## config.mk

```make
export PLATFORM = sky130hd
export DESIGN_NAME = grev_permuter
export DESIGN_NICKNAME = d
export VERILOG_FILES = /design/src/rtl/grev_pkg.sv /design/src/rtl/grev_ksel.sv /design/src/rtl/grev_butterfly.sv /design/src/rtl/grev_cond.sv /design/src/rtl/grev_permuter.sv
export SDC_FILE = /design/constraint.sdc
export NUM_CORES = 1
export LEC_CHECK = 0
export BUFFER_PORTS_ARGS = -buffer_cell sky130_fd_sc_hd__buf_4
export CORE_UTILIZATION = 35
export DETAILED_ROUTE_END_ITERATION = 6
export GPL_TIMING_DRIVEN = 0
export PLACE_DENSITY_LB_ADDON = 0.3
export REMOVE_ABC_BUFFERS = 1
export SLEW_MARGIN = 20
export SYNTH_ARGS = -nofsm -noshare
export SYNTH_HDL_FRONTEND = slang
export SYNTH_HIERARCHICAL = 1
export SYNTH_SLANG_ARGS = --single-unit
```

## constraint.sdc

```tcl
create_clock -name clk -period 9.1 [get_ports clk]
set_clock_uncertainty 0.2 [all_clocks]
set_input_delay 0.91 -clock clk [delete_from_list [all_inputs] [get_ports clk]]
set_output_delay 0.91 -clock clk [all_outputs]
set_load 0.005 [all_outputs]
```

## src/rtl/grev_pkg.sv

```systemverilog
// Shared types for the XOR-indexed bit permuter.
package grev_pkg;
    typedef enum logic [1:0] {
        GM_FULL_REG = 2'd0,
        GM_FULL_IMM = 2'd1,
        GM_HALF_REG = 2'd2,
        GM_HALF_IMM = 2'd3
    } grev_mode_e;

    typedef struct packed {
        logic neg;
        logic pos;
        logic zero;
    } grev_cond_t;
endpackage

```

## src/rtl/grev_ksel.sv

```systemverilog
// Control value selection.
// mode[0] picks the immediate over the register operand; mode[1] selects the
// half-width form, which limits k to log2(XLEN/2) bits.
// Assumes XLEN is a power of two >= 4 and IMM_W >= log2(XLEN).
module grev_ksel #(
    parameter int XLEN  = 64,
    parameter int IMM_W = 6,
    localparam int LG   = $clog2(XLEN)
) (
    input  logic [1:0]      mode,
    input  logic [LG-1:0]   ctrl_lo,
    input  logic [IMM_W-1:0] imm,
    output logic [LG-1:0]   k,
    output logic            half
);
    logic [LG-1:0] raw;
    logic          unused_imm;

    assign unused_imm = ^imm[IMM_W-1:LG-1];

    // Pick the source of k and trim its top bit for half-width forms.
    always_comb begin
        half = mode[1];
        raw  = mode[0] ? imm[LG-1:0] : ctrl_lo;
        k    = half ? {1'b0, raw[LG-2:0]} : raw;
    end
endmodule

```

## src/rtl/grev_butterfly.sv

```systemverilog
// Butterfly network: log2(W) stages, stage s swaps neighbouring 2^s-bit
// groups when k[s] is set. The net effect is out[j] = in[j ^ k].
// Assumes W is a power of two.
module grev_butterfly #(
    parameter int W  = 64,
    localparam int LG = $clog2(W)
) (
    input  logic [W-1:0]  din,
    input  logic [LG-1:0] k,
    output logic [W-1:0]  dout
);
    logic [W-1:0] stg [0:LG];

    assign stg[0] = din;

    for (genvar s = 0; s < LG; s++) begin : g_stage
        for (genvar j = 0; j < W; j++) begin : g_bit
            // Take the partner bit when this stage is enabled.
            assign stg[s+1][j] = k[s] ? stg[s][j ^ (1 << s)] : stg[s][j];
        end
    end

    assign dout = stg[LG];
endmodule

```

## src/rtl/grev_cond.sv

```systemverilog
// Signed sign summary of a word: exactly one of neg, pos, zero is set.
module grev_cond #(
    parameter int XLEN = 64
) (
    input  logic [XLEN-1:0]        val,
    output grev_pkg::grev_cond_t   cnd
);
    // Classify the value as negative, positive or zero.
    always_comb begin
        cnd.zero = (val == '0);
        cnd.neg  = val[XLEN-1];
        cnd.pos  = !val[XLEN-1] && !cnd.zero;
    end
endmodule

```

## src/rtl/grev_permuter.sv

```systemverilog
// XOR-indexed bit permuter, top level.
// One cycle latency. Half-width modes clear the upper source half before the
// network; since k stays below XLEN/2 there, the upper result half is zero.
// The condition field is captured only for requests with record set.
module grev_permuter #(
    parameter int XLEN  = 64,
    parameter int IMM_W = 6,
    localparam int LG   = $clog2(XLEN),
    localparam int HALF = XLEN / 2
) (
    input  logic             clk,
    input  logic             rst_n,
    input  logic             in_valid,
    input  logic [1:0]       mode,
    input  logic [XLEN-1:0]  src,
    input  logic [XLEN-1:0]  ctrl,
    input  logic [IMM_W-1:0] imm,
    input  logic             record,
    output logic             out_valid,
    output logic [XLEN-1:0]  result,
    output logic             cond_valid,
    output logic [2:0]       cond
);
    import grev_pkg::*;

    logic [LG-1:0]   k;
    logic            half;
    logic [XLEN-1:0] src_eff;
    logic [XLEN-1:0] perm;
    grev_cond_t      cnd_next;
    logic            unused_ctrl;

    assign unused_ctrl = ^ctrl[XLEN-1:LG];

    grev_ksel #(.XLEN(XLEN), .IMM_W(IMM_W)) u_ksel (
        .mode    (mode),
        .ctrl_lo (ctrl[LG-1:0]),
        .imm     (imm),
        .k       (k),
        .half    (half)
    );

    // Clear the upper source half for half-width forms.
    always_comb begin
        src_eff = half ? {{HALF{1'b0}}, src[HALF-1:0]} : src;
    end

    grev_butterfly #(.W(XLEN)) u_net (
        .din  (src_eff),
        .k    (k),
        .dout (perm)
    );

    grev_cond #(.XLEN(XLEN)) u_cond (
        .val (perm),
        .cnd (cnd_next)
    );

    // Output registers: result and valid follow the request stream.
    always_ff @(posedge clk) begin
        if (!rst_n) begin
            out_valid <= 1'b0;
            result    <= '0;
        end else begin
            out_valid <= in_valid;
            if (in_valid) result <= perm;
        end
    end

    // Condition register: updated only on recorded requests.
    always_ff @(posedge clk) begin
        if (!rst_n) begin
            cond_valid <= 1'b0;
            cond       <= '0;
        end else begin
            cond_valid <= in_valid && record;
            if (in_valid && record) cond <= cnd_next;
        end
    end
endmodule

```

# Yosys cells after proc, flatten, opt, wreduce, memory -nomap -nowiden
# Cells that the tools add are included.
[classes]
muxes = 387
reduce_logical = 5
[ops]
columns = ["cell", "n"]
rows = [
  ["$mux 1", 384],
  ["$logic_not 64->1", 1],
  ["$mux 64", 1],
  ["$mux 6", 2],
  ["$logic_and 1x1->1", 2],
  ["$logic_not 1->1", 2],
]
[word_totals]
input_bits = 140
output_inout_bits = 69
reg_bits = 69

# Logic depth before layout (Yosys ltp)
[depth]
depth_word = 11
mapped_depth = 14

# Hierarchy
# The synthesis kept the hierarchy.
[modules_own_cells]
columns = ["mod", "cells_each", "instances", "area_per_inst_um2"]
rows = [
  ["grev_butterfly", 234, 1, 4601.9],
  ["grev_permuter", 260, 1, 2852.7],
  ["grev_cond", 23, 1, 173.9],
  ["grev_ksel", 9, 1, 107.6],
]

# Worst setup path before layout
# Ideal clock, no wire load.
[synth_timing]
path_kind = "input to register"
from = "input mode[0]"
to = "register cond[1]"
arrival_time_ps = 3992
setup_time_ps = 117
path_stages = 14
path_slack_ps = 4791
cell_sequence = "buf_6 -> mux2_4 -> buf_6 -> buf_8 -> buf_2 -> mux4_2 -> mux4_2 -> mux4_2 -> nor4_2 -> nand4_1 -> nor4_2 -> nor2_1 -> nand4_1 -> o21ai_1"
[synth_rtl]
columns = ["element", "line_no", "text"]
rows = [
  ["start: declaration", "grev_permuter.sv:14", "input logic [1:0] mode,"],
  ["end signal: assignment", "grev_permuter.sv:77", "if (in_valid && record) cond <= cnd_next;"],
  ["end: declaration", "grev_permuter.sv:22", "output logic [2:0] cond"],
]

==> results.cfg <==
[sta]
setup_viol = 0
finalWorstSetupSlack_ps = 4100
maxSlewHeadroom_pct = 40.1
period_needed_ps = 5000
fin_setup_tns_ps = 0
fmax_mhz = 200
worstMarginPinSlew_ps = 898
rsz0062_at_grt = false
final.period_utilization_pct = 55.0
maxSlewViolCount = 0
finalHoldViolCount = 0

[worst_setup_path]
cp_common_cell = mux4_2
cp_slowest_stage_delay_ps = 780
crit_slowest_cell = mux2_4
r2r-end = result[20]$_SDFFE_PN0P_
reg2reg_from = result[20]$_SDFFE_PN0P_
crit_family = multiplexers
critPathRequiredTime_ps = 9120
worstPathMaxFanout = 64
cp.buffers_inverters = 1
reg2reg_setup_slack_ps = 8230
crit_path_cell_trace = buf_4 > mux2_4 > mux4_2 > mux4_2 > mux4_2 > nor4_1 > nand4_1 > nor4_2 > nor2_1 > nand4_1 > o21ai_1
cp.arrival_ps = 5020
cp-end-kind = flip-flop
r2r.worst_path.cells = 2
critPathKind = in -> reg
startpoint_type = primary input

[drt]
vias_per_cell = 6.25
dr.pass1.iters = 5
drt-initial-drc-count = 569
drt-total-wl_mm = 20.9
drt.antenna.violating_nets = 0
wl_per_cell_um = 23.0
drcViolationCount = 0
num_vias = 5687

[die]
initial_core_util_pct = 35.6
rows = 54
die_w_um = 151
design.core.area_sq_um = 21800
die_h_um = 151
ioPinCount = 209
dieArea_sq_um = 22700

[synthesis]
post-synth-top-count-cell = mux4_2
async_reset_ff_share_pct = 0
synth-seq-cells = 69
avgSynthCellArea_sq_um = 14.7
ys_warn_count = 6
synth_ff_type = dfxtp_1
synth_area_leaders = mux4_2 (55%), dfxtp_1 (18%), mux2i_1 (8.4%), nor2b_1 (7.3%), buf_8 (1.6%)
synth_cells = 526
synthDistinctLibCells = 24
synth_edf_count = 0
synthTopCellsByCount = mux4_2 (188), nor2b_1 (90), dfxtp_1 (69)
ys_seq_area_share_pct = 17.9
yosys.area.top_type = mux4_2
synth_area_sq_um = 7740
synth_top_area_share_pct = 54.7

[clocking]
cts_buffers = 9
cts_setup_buffers = 0
cts-htree-levels = 3
clk_latency_ps = 330
clk_pin_slew_ps = 60
clock-root-buffer = clkbuf_16
ctsHoldBuffers = 0
cts_max_path_buffers = 2
cts_tree = done
cts_sinks = 69
cts_resized = 0

[global_routing]
grt_start_max_net_pins = 73
overflow = 0
grt_antenna_before_repair = 0
grt_pass1_wl_mm = 32.1
grt.total_usage_pct = 19.0
grt_pass1_vias = 5366

[worst_hold_path]
holdPathStages = 2
min_from = cond[0]$_SDFFE_PN0P_
min_to = cond[0]$_SDFFE_PN0P_
worstHoldPathType = reg -> reg

[finish]
area_delta_synth_final_pct = 18.8
drive_gt1_share_pct = 58.3
num_antenna_cells = 0
fin_nets = 765
n_fill_cell = 2005

[pwr]
power.density_nw_per_um2 = 158
vdd_drop_max_mv = 0.0847
leakagePower_nw = 3.42
total_power_mw = 1.45

[placement]
gp_congestion = 0.880
port_buffers = 150
hpwl_mm = 16.5
pre_cts_slack_ps = 3700

[run]
maxCapViolCount = 0

[status]
status = complete, no violations
-- layer usage --
layer	share of wire, %	vias to the layer above	wire, um	global-route usage (%)
met3	8.5	25	1790	3.24
met4	2.2	0	465	5.65
met2	49	297	10200	30.3
met1	41	2929	8470	26.6
met5	0	-	0	0
li1	-	2436	-	-
-- report_power, final --
part	leakage [nW]	switching, mW	internal [mW]
Combinational	2.69	0.318	0.367
Clock	0.167	0.132	0.275
Sequential	0.567	0.0223	0.338
Total	3.42	0.472	0.980
-- kinds of logic after synthesis --
| kind of cell | synth area share (%) |
|---|---|
| simple gates | 10.7 |
| mux | 65.5 |
| flops | 17.9 |
| compound gates | 0.194 |
| buf+inv | 5.77 |
-- metrics by stage --
step / cell area (sq um) / hold WS, ps / instances / utilization (%)
CTS: 9160 / 271 / 910 / 42.1
global placement: 8770 / 246 / 892 / 40.3
floorplan: 7290 / 245 / 462 / -
global route: 9190 / 278 / 910 / 42.3
finish: 9190 / 274 / 910 / 42.3
detailed placement: 8810 / 262 / 894 / 40.5
-- worst max path at each step --
stage / startpoint / cells past startpoint / endpoint / slack (ps)
6_report: mode[0] / 11 / cond[1]$_SDFFE_PN0P_ / 4100
3_5_place_dp: mode[0] / 11 / cond[1]$_SDFFE_PN0P_ / 3700
3_3_place_gp: mode[0] / 11 / cond[1]$_SDFFE_PN0P_ / 1250
4_1_cts: mode[0] / 11 / cond[1]$_SDFFE_PN0P_ / 4050
5_1_grt: mode[0] / 11 / cond[1]$_SDFFE_PN0P_ / 3870
2_1_floorplan: mode[0] / 10 / cond[1]$_SDFFE_PN0P_ / 2530
-- layout by cell type (no fill, tap or decap), types with 2 or more instances in the layout --
cell       Yosys  final
and2b_1        6      6
buf_12         3      2
buf_4          2    149
bufinv_16      0      3
clkbuf_1      24      2
clkbuf_16      0      9
dfxtp_1       69     69
mux2_4         5      2
mux2_8         0      3
mux2i_1       65     65
mux4_1         3      3
mux4_2       188    188
nand2_1        3      3
nand4_1        7      7
nor2b_1       90     90
nor4_1        12     12
nor4_2         5      5
o21ai_1        3      3
-- flip-flops by register name, indices dropped and copies added (netlist names) --
name and count:
cond 3, cond_valid 1, result 64, out_valid 1
-- worst register-to-register path, delay by kind of cell, from the launching register on --
kind	cells	cell delay, ps
flops	1	370
simple gates	1	150
mux	1	90
-- final cells by class --
| type | instances | area, sq um | area share (%) |
|---|---|---|---|
| repair buffers | 152 | 1170 | 12.7 |
| clock inverters | 4 | 95.1 | 1.03 |
| multi-input cells | 393 | 5950 | 64.7 |
| flip-flops and latches | 69 | 1380 | 15.0 |
| well taps | 280 | 350 | 3.81 |
| clock buffers | 12 | 246 | 2.68 |
No activity file was read; power rests on OpenSTA's default activity.
